<file path="config.mk">
export PLATFORM = sky130hd
export DESIGN_NAME = sdram_refresh_sequencer
export DESIGN_NICKNAME = d
export VERILOG_FILES = /design/src/rtl/sdseq_pkg.sv /design/src/rtl/sdseq_bank.sv /design/src/rtl/sdseq_refcnt.sv /design/src/rtl/sdram_refresh_sequencer.sv
export SDC_FILE = /design/constraint.sdc
export NUM_CORES = 1
export LEC_CHECK = 0
export BUFFER_PORTS_ARGS = -buffer_cell sky130_fd_sc_hd__buf_2
export CAP_MARGIN = 20
export CORE_UTILIZATION = 62
export DETAILED_ROUTE_END_ITERATION = 10
export PLACE_DENSITY_LB_ADDON = 0.08
export SETUP_SLACK_MARGIN = 0.5
export SYNTH_ARGS = -nofsm -noshare
export SYNTH_HDL_FRONTEND = slang
export SYNTH_SLANG_ARGS = --single-unit
</file>
<file path="constraint.sdc">
create_clock -name clk -period 4 [get_ports clk]
set_input_delay 0.6 -clock clk [delete_from_list [all_inputs] [get_ports clk]]
set_output_delay 0.6 -clock clk [all_outputs]
set_load 0.02 [all_outputs]
</file>
<file path="src/rtl/sdseq_pkg.sv">
package sdseq_pkg;

    typedef enum logic [2:0] {
        OP_ACT  = 3'd0,
        OP_RD   = 3'd1,
        OP_WR   = 3'd2,
        OP_PRE  = 3'd3,
        OP_PREA = 3'd4,
        OP_SRE  = 3'd5,
        OP_SRX  = 3'd6
    } op_e;

    typedef enum logic [3:0] {
        C_NOP  = 4'd0,
        C_ACT  = 4'd1,
        C_RD   = 4'd2,
        C_WR   = 4'd3,
        C_PRE  = 4'd4,
        C_PREA = 4'd5,
        C_REF  = 4'd6,
        C_SRE  = 4'd7,
        C_SRX  = 4'd8
    } cmd_e;

    typedef enum logic [1:0] {
        B_IDLE,
        B_OPEN,
        B_APWAIT,
        B_PRECH
    } bank_st_e;

    typedef enum logic [2:0] {
        S_SERVE,
        S_DRAIN,
        S_RPWAIT,
        S_RCWAIT,
        S_SELF,
        S_SRXWAIT
    } seq_st_e;

endpackage

</file>
<file path="src/rtl/sdseq_bank.sv">
module sdseq_bank
    import sdseq_pkg::*;
#(
    parameter int BL    = 4,
    parameter int T_RDL = 2,
    parameter int T_RP  = 3
) (
    input  logic clk,
    input  logic rst_n,
    input  logic act_i,
    input  logic col_i,
    input  logic col_wr_i,
    input  logic col_ap_i,
    input  logic pre_i,
    output logic open_o,
    output logic busy_o,
    output logic can_act_o,
    output logic can_col_o,
    output logic can_pre_o,
    output logic quiet_o
);
    localparam int CW = $clog2(BL + T_RDL + T_RP + 2);

    bank_st_e        st;
    logic [CW-1:0]   col_cnt;
    logic [CW-1:0]   pre_cnt;
    logic [CW-1:0]   rp_cnt;

    always_ff @(posedge clk) begin
        if (!rst_n) begin
            st      <= B_IDLE;
            col_cnt <= '0;
            pre_cnt <= '0;
            rp_cnt  <= '0;
        end else begin
            if (col_i) begin
                col_cnt <= CW'(BL - 1);
                pre_cnt <= col_wr_i ? CW'(BL + T_RDL - 2) : CW'(BL - 1);
            end else begin
                if (col_cnt != '0) col_cnt <= col_cnt - 1'b1;
                if (pre_cnt != '0) pre_cnt <= pre_cnt - 1'b1;
            end
            if (rp_cnt != '0) rp_cnt <= rp_cnt - 1'b1;
            unique case (st)
                B_IDLE: if (act_i) st <= B_OPEN;
                B_OPEN: begin
                    if (col_i && col_ap_i) begin
                        st <= B_APWAIT;
                    end else if (pre_i) begin
                        st     <= B_PRECH;
                        rp_cnt <= CW'(T_RP - 1);
                    end
                end
                B_APWAIT: begin
                    if (pre_cnt == '0) begin
                        st     <= B_PRECH;
                        rp_cnt <= CW'(T_RP - 1);
                    end
                end
                B_PRECH: begin
                    if (act_i)              st <= B_OPEN;
                    else if (rp_cnt == '0)  st <= B_IDLE;
                end
                default: st <= B_IDLE;
            endcase
        end
    end

    always_comb begin
        open_o    = (st == B_OPEN);
        busy_o    = (st == B_APWAIT) || (st == B_PRECH);
        can_act_o = (st == B_IDLE) || (st == B_PRECH && rp_cnt == '0);
        can_col_o = (st == B_OPEN) && (col_cnt == '0);
        can_pre_o = (st != B_APWAIT) && (pre_cnt == '0);
        quiet_o   = can_act_o || ((st == B_OPEN) && (pre_cnt == '0));
    end


    col_gap_chk: assert property (@(posedge clk) disable iff (!rst_n)
        col_i |-> (st == B_OPEN && col_cnt == '0));


    pre_hold_chk: assert property (@(posedge clk) disable iff (!rst_n)
        (pre_i && st == B_OPEN) |-> (pre_cnt == '0));


    ap_reject_chk: assert property (@(posedge clk) disable iff (!rst_n)
        (st == B_APWAIT) |-> (!col_i && !act_i));

endmodule

</file>
<file path="src/rtl/sdseq_refcnt.sv">
module sdseq_refcnt #(
    parameter int DUE_MAX = 8
) (
    input  logic                         clk,
    input  logic                         rst_n,
    input  logic                         tick_i,
    input  logic                         dec_i,
    input  logic                         clr_i,
    output logic [$clog2(DUE_MAX+1)-1:0] due_o
);
    localparam int DW = $clog2(DUE_MAX + 1);

    logic [DW-1:0] due_q;

    always_ff @(posedge clk) begin
        if (!rst_n || clr_i) begin
            due_q <= '0;
        end else if (tick_i && !dec_i) begin
            if (due_q != DW'(DUE_MAX)) due_q <= due_q + 1'b1;
        end else if (dec_i && !tick_i) begin
            if (due_q != '0) due_q <= due_q - 1'b1;
        end
    end

    assign due_o = due_q;


    due_cap_chk: assert property (@(posedge clk) disable iff (!rst_n)
        due_q <= DW'(DUE_MAX));


    dec_owed_chk: assert property (@(posedge clk) disable iff (!rst_n)
        dec_i |-> (due_q != '0));

endmodule

</file>
<file path="src/rtl/sdram_refresh_sequencer.sv">
module sdram_refresh_sequencer
    import sdseq_pkg::*;
#(
    parameter int BANKS   = 4,
    parameter int BW      = $clog2(BANKS),
    parameter int BL      = 4,
    parameter int T_RDL   = 2,
    parameter int T_RP    = 3,
    parameter int T_RC    = 9,
    parameter int DUE_MAX = 8,
    parameter int XBURST  = 4096
) (
    input  logic             clk,
    input  logic             rst_n,
    input  logic             tick,
    input  logic             req_valid,
    input  logic [2:0]       req_op,
    input  logic [BW-1:0]    req_bank,
    input  logic             req_ap,
    output logic             req_ready,
    output logic [3:0]       cmd,
    output logic [BW-1:0]    cmd_bank,
    output logic             cmd_ap,
    output logic [BANKS-1:0] bank_open,
    output logic [BANKS-1:0] bank_busy,
    output logic             maint_busy
);
    localparam int WW = $clog2(T_RC + T_RP + 1) + 1;
    localparam int XW = $clog2(XBURST + 1);
    localparam int DW = $clog2(DUE_MAX + 1);

    op_e              op;
    seq_st_e          st, st_nx;
    logic [WW-1:0]    wcnt, w_val;
    logic [XW-1:0]    xleft;
    logic [DW-1:0]    due;
    logic             w_load, x_load, x_dec, ref_dec, ref_clr;
    logic             acc_ok, accept;
    cmd_e             nx_cmd, cmd_q;
    logic [BW-1:0]    nx_bank, bank_q;
    logic             nx_ap, ap_q;
    logic [BANKS-1:0] sel, act_v, col_v, pre_v;
    logic             col_wr, col_ap, prea;
    logic [BANKS-1:0] open_v, busy_v, can_act_v, can_col_v, can_pre_v, quiet_v;

    assign op  = op_e'(req_op);
    assign sel = BANKS'(1) << req_bank;

    genvar gi;
    generate
        for (gi = 0; gi < BANKS; gi++) begin : g_bank
            sdseq_bank #(.BL(BL), .T_RDL(T_RDL), .T_RP(T_RP)) u_bank (
                .clk       (clk),
                .rst_n     (rst_n),
                .act_i     (act_v[gi]),
                .col_i     (col_v[gi]),
                .col_wr_i  (col_wr),
                .col_ap_i  (col_ap),
                .pre_i     (pre_v[gi] | prea),
                .open_o    (open_v[gi]),
                .busy_o    (busy_v[gi]),
                .can_act_o (can_act_v[gi]),
                .can_col_o (can_col_v[gi]),
                .can_pre_o (can_pre_v[gi]),
                .quiet_o   (quiet_v[gi])
            );
        end
    endgenerate

    sdseq_refcnt #(.DUE_MAX(DUE_MAX)) u_refcnt (
        .clk    (clk),
        .rst_n  (rst_n),
        .tick_i (tick),
        .dec_i  (ref_dec),
        .clr_i  (ref_clr),
        .due_o  (due)
    );

    // Acceptance rule
    always_comb begin
        acc_ok = 1'b0;
        unique case (st)
            S_SERVE: begin
                if (due == '0) begin
                    unique case (op)
                        OP_ACT:        acc_ok = can_act_v[req_bank];
                        OP_RD, OP_WR:  acc_ok = can_col_v[req_bank];
                        OP_PRE:        acc_ok = can_pre_v[req_bank];
                        OP_PREA:       acc_ok = &can_pre_v;
                        OP_SRE:        acc_ok = &can_act_v;
                        default:       acc_ok = 1'b0;
                    endcase
                end
            end
            S_SELF:  acc_ok = (op == OP_SRX);
            default: acc_ok = 1'b0;
        endcase
    end

    assign req_ready = acc_ok;
    assign accept    = req_valid && acc_ok;

    // Next state and command selection
    always_comb begin
        st_nx   = st;
        nx_cmd  = C_NOP;
        nx_bank = '0;
        nx_ap   = 1'b0;
        w_load  = 1'b0;
        w_val   = '0;
        x_load  = 1'b0;
        x_dec   = 1'b0;
        ref_dec = 1'b0;
        ref_clr = 1'b0;
        act_v   = '0;
        col_v   = '0;
        pre_v   = '0;
        col_wr  = 1'b0;
        col_ap  = 1'b0;
        prea    = 1'b0;
        unique case (st)
            S_SERVE: begin
                if (due != '0) begin
                    st_nx = S_DRAIN;
                end else if (accept) begin
                    nx_bank = req_bank;
                    unique case (op)
                        OP_ACT: begin
                            nx_cmd = C_ACT;
                            act_v  = sel;
                        end
                        OP_RD, OP_WR: begin
                            nx_cmd = (op == OP_WR) ? C_WR : C_RD;
                            nx_ap  = req_ap;
                            col_v  = sel;
                            col_wr = (op == OP_WR);
                            col_ap = req_ap;
                        end
                        OP_PRE: begin
                            nx_cmd = C_PRE;
                            pre_v  = sel;
                        end
                        OP_PREA: begin
                            nx_cmd  = C_PREA;
                            nx_bank = '0;
                            prea    = 1'b1;
                        end
                        OP_SRE: begin
                            nx_cmd  = C_SRE;
                            nx_bank = '0;
                            st_nx   = S_SELF;
                        end
                        default: nx_cmd = C_NOP;
                    endcase
                end
            end
            S_DRAIN: begin
                if (&quiet_v) begin
                    if (|open_v) begin
                        nx_cmd = C_PREA;
                        prea   = 1'b1;
                        w_load = 1'b1;
                        w_val  = WW'(T_RP - 1);
                        st_nx  = S_RPWAIT;
                    end else begin
                        nx_cmd  = C_REF;
                        ref_dec = 1'b1;
                        w_load  = 1'b1;
                        w_val   = WW'(T_RC - 1);
                        st_nx   = S_RCWAIT;
                    end
                end
            end
            S_RPWAIT: begin
                if (wcnt == '0) begin
                    nx_cmd  = C_REF;
                    ref_dec = 1'b1;
                    w_load  = 1'b1;
                    w_val   = WW'(T_RC - 1);
                    st_nx   = S_RCWAIT;
                end
            end
            S_RCWAIT: begin
                if (wcnt == '0) st_nx = S_SERVE;
            end
            S_SELF: begin
                ref_clr = 1'b1;
                if (accept) begin
                    nx_cmd = C_SRX;
                    w_load = 1'b1;
                    w_val  = WW'(T_RC - 1);
                    x_load = 1'b1;
                    st_nx  = S_SRXWAIT;
                end
            end
            S_SRXWAIT: begin
                ref_clr = 1'b1;
                if (wcnt == '0) begin
                    if (xleft == '0) begin
                        st_nx = S_SERVE;
                    end else begin
                        nx_cmd = C_REF;
                        x_dec  = 1'b1;
                        w_load = 1'b1;
                        w_val  = WW'(T_RC - 1);
                    end
                end
            end
            default: st_nx = S_SERVE;
        endcase
    end

    // State register
    always_ff @(posedge clk) begin
        if (!rst_n) begin
            st    <= S_SERVE;
            wcnt  <= '0;
            xleft <= '0;
        end else begin
            st <= st_nx;
            if (w_load)           wcnt <= w_val;
            else if (wcnt != '0)  wcnt <= wcnt - 1'b1;
            if (x_load)           xleft <= XW'(XBURST);
            else if (x_dec)       xleft <= xleft - 1'b1;
        end
    end

    // Output register
    always_ff @(posedge clk) begin
        if (!rst_n) begin
            cmd_q  <= C_NOP;
            bank_q <= '0;
            ap_q   <= 1'b0;
        end else begin
            cmd_q  <= nx_cmd;
            bank_q <= nx_bank;
            ap_q   <= nx_ap;
        end
    end

    assign cmd        = cmd_q;
    assign cmd_bank   = bank_q;
    assign cmd_ap     = ap_q;
    assign bank_open  = open_v;
    assign bank_busy  = busy_v;
    assign maint_busy = (st != S_SERVE) || (due != '0);

    // Cycles since the last refresh command, for the row-cycle check
    logic [WW-1:0] since_ref;
    always_ff @(posedge clk) begin
        if (!rst_n)                         since_ref <= WW'(T_RC);
        else if (cmd_q == C_REF)            since_ref <= WW'(1);
        else if (since_ref < WW'(T_RC))     since_ref <= since_ref + 1'b1;
    end


    ref_closed_chk: assert property (@(posedge clk) disable iff (!rst_n)
        (cmd_q == C_REF) |-> (bank_open == '0));


    ref_rc_gap_chk: assert property (@(posedge clk) disable iff (!rst_n)
        (cmd_q == C_ACT) |-> (since_ref >= WW'(T_RC)));


    sre_idle_chk: assert property (@(posedge clk) disable iff (!rst_n)
        (cmd_q == C_SRE) |-> (bank_open == '0 && bank_busy == '0));


    due_block_chk: assert property (@(posedge clk) disable iff (!rst_n)
        (st == S_SERVE && due != '0) |=> (cmd_q == C_NOP));

endmodule

</file>
==> impl_metrics.csv <==
group,metric,value,unit
status,outcome,"finished clean",
finish,seq_area,1764,sq um
timing,slew_headroom,0.3074,
synth,ys_seq_area_frac,0.3242,
setup_path,start_kind,"register",
synth,synth.ff_latch_count,88,
setup_path,cp.required,4.30,ns
synth,syn_inst,672,
finish,finalInstanceArea,5992,sq um
finish,area_growth,10.27,%
floorplan,fp.coreArea,8341,sq um
setup_path,end_kind,"register",
synth,yosys.cell_types.count,68,
clock_tree,cts_root_buf,"clkbuf_8",
power_and_ir_drop,p_seq_frac,0.321,
timing,worstMarginPinSlew,1.034,ns
timing,hold_violations,0,
route,drt-initial-drc-count,398,
power_and_ir_drop,worst_ir_drop_vdd,0.4410,mV
global_route,grt.total_usage,0.2951,
finish,drive_above_1_share,0.1406,
finish,layout_common_cells,"86 x dfxtp_1, 64 x a21oi_1, 55 x nor2_1",
place,port-buffer-count,26,
timing,tns,0,ns
floorplan,io_pins,27,
global_route,grt_pass1_wl,20910,um
power_and_ir_drop,p_clk_frac,0.143,
finish,diodes,0,
clock_tree,clock_latency,0.37,ns
power_and_ir_drop,p_int,0.002456,W
synth,synth-edff-count,0,
synth,synth.cell_area,5434,sq um
floorplan,chipWidth,95.62,um
route,drt_pre_antenna_iters,6,
timing,fmax,0.2941,GHz
timing,fin_crit_sh,0.8501,
route,ant_nets,0,
route,routed-via-count,4964,
setup_path,critPathArrivalTime,3.70,ns
job,drv_cap,0,
timing,rsz0062_at_grt,"no",
power_and_ir_drop,p_leak,2.436,nW
clock_tree,cts_tree,"done",
clock_tree,path_clk_slew,0.11,ns
place,place.gp.congestion,0.9224,
global_route,overflow,0,
power_and_ir_drop,netSwitchingFraction,0.4324,
place,placed_area,5655,sq um
route,wl_per_cell,15.86,um
clock_tree,h-tree-depth,3,
timing,setup_viol,0,
place,numPlacedInstances,788,
finish,final_common_cell,"dfxtp_1",
power_and_ir_drop,p_per_area,722.2,nW/um^2
synth,yosys_most_used_dff,"dfxtp_1",
synth,syn_avg_cell_area,8.086,sq um
finish,fin_nets,754,
timing,final.min_clock_period,3.400,ns
floorplan,num_rows,33,
timing,skew,0.01215,ns
finish,multi_input_area,3438,sq um
synth,syn-num-nets,727,
clock_tree,clock_path_buffers,2,
global_route,grt_pass1_vias,4639,
synth,yosysWarnings,0,
finish,n_fill_cell,670,
route,detail_route.vias_per_cell,6.136,
floorplan,die_height,95.62,um
floorplan,start_util,0.6515,
place,dp.final_hpwl,9550,um
floorplan,die_area,9143,sq um
setup_path,cp_max_fo,7,
route,routed_wirelength,12830,um
global_route,antenna_found_initial,0,
synth,synthArstFlopShare,0,
power_and_ir_drop,pwr-share-comb,0.536,
clock_tree,cts_buffers,9,
clock_tree,cts_sinks,88,
route,route.detailed.drc,0,
setup_path,path_class,"reg -> reg",
power_and_ir_drop,power_switching,0.001871,W
timing,drv_slew,0,
global_route,grt_max_degree,37,
worst_hold_path,min_path_type,"reg -> reg",
finish,instances_no_fill,809,
-- cell usage after synthesis (all sizes together) (10+ instances only) --
cell type | count | area (sq um)
dfxtp | 88 | 1762
a21oi | 67 | 339.1
nor2 | 55 | 206.5
inv | 50 | 187.7
nand2 | 46 | 172.7
ha | 44 | 550.5
o21ai | 38 | 190.2
nor3 | 30 | 150.1
xnor2 | 24 | 210.2
or3 | 20 | 125.1
nand2b | 17 | 106.4
clkbuf | 16 | 60.06
nand3 | 14 | 70.07
buf | 12 | 82.57
o22ai | 11 | 68.82
nand4 | 10 | 62.56
nor3b | 10 | 80.07
nor4 | 10 | 75.07
-- through the flow --
stage | hold WS, ns | util | total power, W | worst slack, ns
floorplan | 0.4363 | - | 0.003047 | 0.5128
global placement | 0.4435 | 0.6781 | 0.003461 | 0.5906
detailed placement | 0.4534 | 0.6781 | 0.003562 | 0.5074
CTS | 0.4672 | 0.7025 | 0.004198 | 0.4190
global route | 0.4948 | 0.7184 | 0.004689 | 0.4976
finish | 0.4683 | 0.7184 | 0.004327 | 0.5997
-- sequential cells by signal, indices dropped and copies added, names as in the netlist --
signal and flops:
cmd 4, cmd_ap 1, cmd_bank 2, g_bank.u_bank.col_cnt 16
g_bank.u_bank.pre_cnt 16, g_bank.u_bank.rp_cnt 16, g_bank.u_bank.st 8, st 3
u_refcnt.due_o 4, wcnt 5, xleft 13
-- path summary, 6_finish.rpt --
kind | endpoint | from | slack [ns] | cells after the start
setup / recovery | g_bank[3].u_bank.st[1] | g_bank[1].u_bank.pre_cnt[0] | 0.60 | 10
hold / removal | xleft[12] | xleft[12] | 0.47 | 2
setup reg to reg | g_bank[3].u_bank.st[1] | g_bank[1].u_bank.pre_cnt[0] | 0.60 | 10
hold reg to reg | xleft[12] | xleft[12] | 0.47 | 2
-- final cells by class --
type                       instances  area share
clock buffer                       9     0.02067
clock inverter                     7     0.01253
inverter                          50     0.03132
multi-input combinational        506      0.5738
sequential                        88      0.2944
tap                              105     0.02193
timing repair buffer              44     0.04531
-- power by group through the flow --
stage                     combinational (W)  clock, W  sequential [W]
after CTS                           0.00220  0.000630         0.00137
after detailed placement            0.00218         0         0.00139
after global routing                0.00260  0.000661         0.00143
after floorplan                     0.00171         0         0.00134
after global placement              0.00210         0         0.00136
final                               0.00232  0.000620         0.00139
-- logic make-up after synthesis --
group,count (synthesis),share of synthesized area
xor gates and xnor gates,33,0.05319
muxes,7,0.01312
DFF,88,0.3242
and+or+nand+nor,256,0.2524
AOI/OAI and AO/OA,164,0.1895
buffers and inverters,78,0.06079
adders and majority gates,46,0.1068
-- critical path: stages (launching register included) --
cell	delay, ns
dfxtp_1	0.32
inv_1	0.11
ha_1	0.19
or3b_1	0.48
or3_1	0.38
a31oi_1	0.28
nor4_4	0.12
a2111oi_4	0.63
a21oi_1	0.17
a221oi_1	0.40
mux2i_1	0.24
-- layer usage --
metal | track usage | vias up | wire length [um]
met4 | 0.1095 | 0 | 253
met1 | 0.3484 | 2320 | 5350
met3 | 0.04466 | 25 | 884
met2 | 0.5357 | 183 | 6340
met5 | 0 | - | 0
li1 | - | 2436 | -
-- timing repair --
action                                  in CTS  in global routing
pin swaps                                    0                  6
buffers inserted                             0                  5
gates cloned                                 0                  0
endpoints found under the setup margin       4                 33
hold buffers                                 0                  0
gates resized for setup                      1                 23
Power figures use the tool's default switching activity.
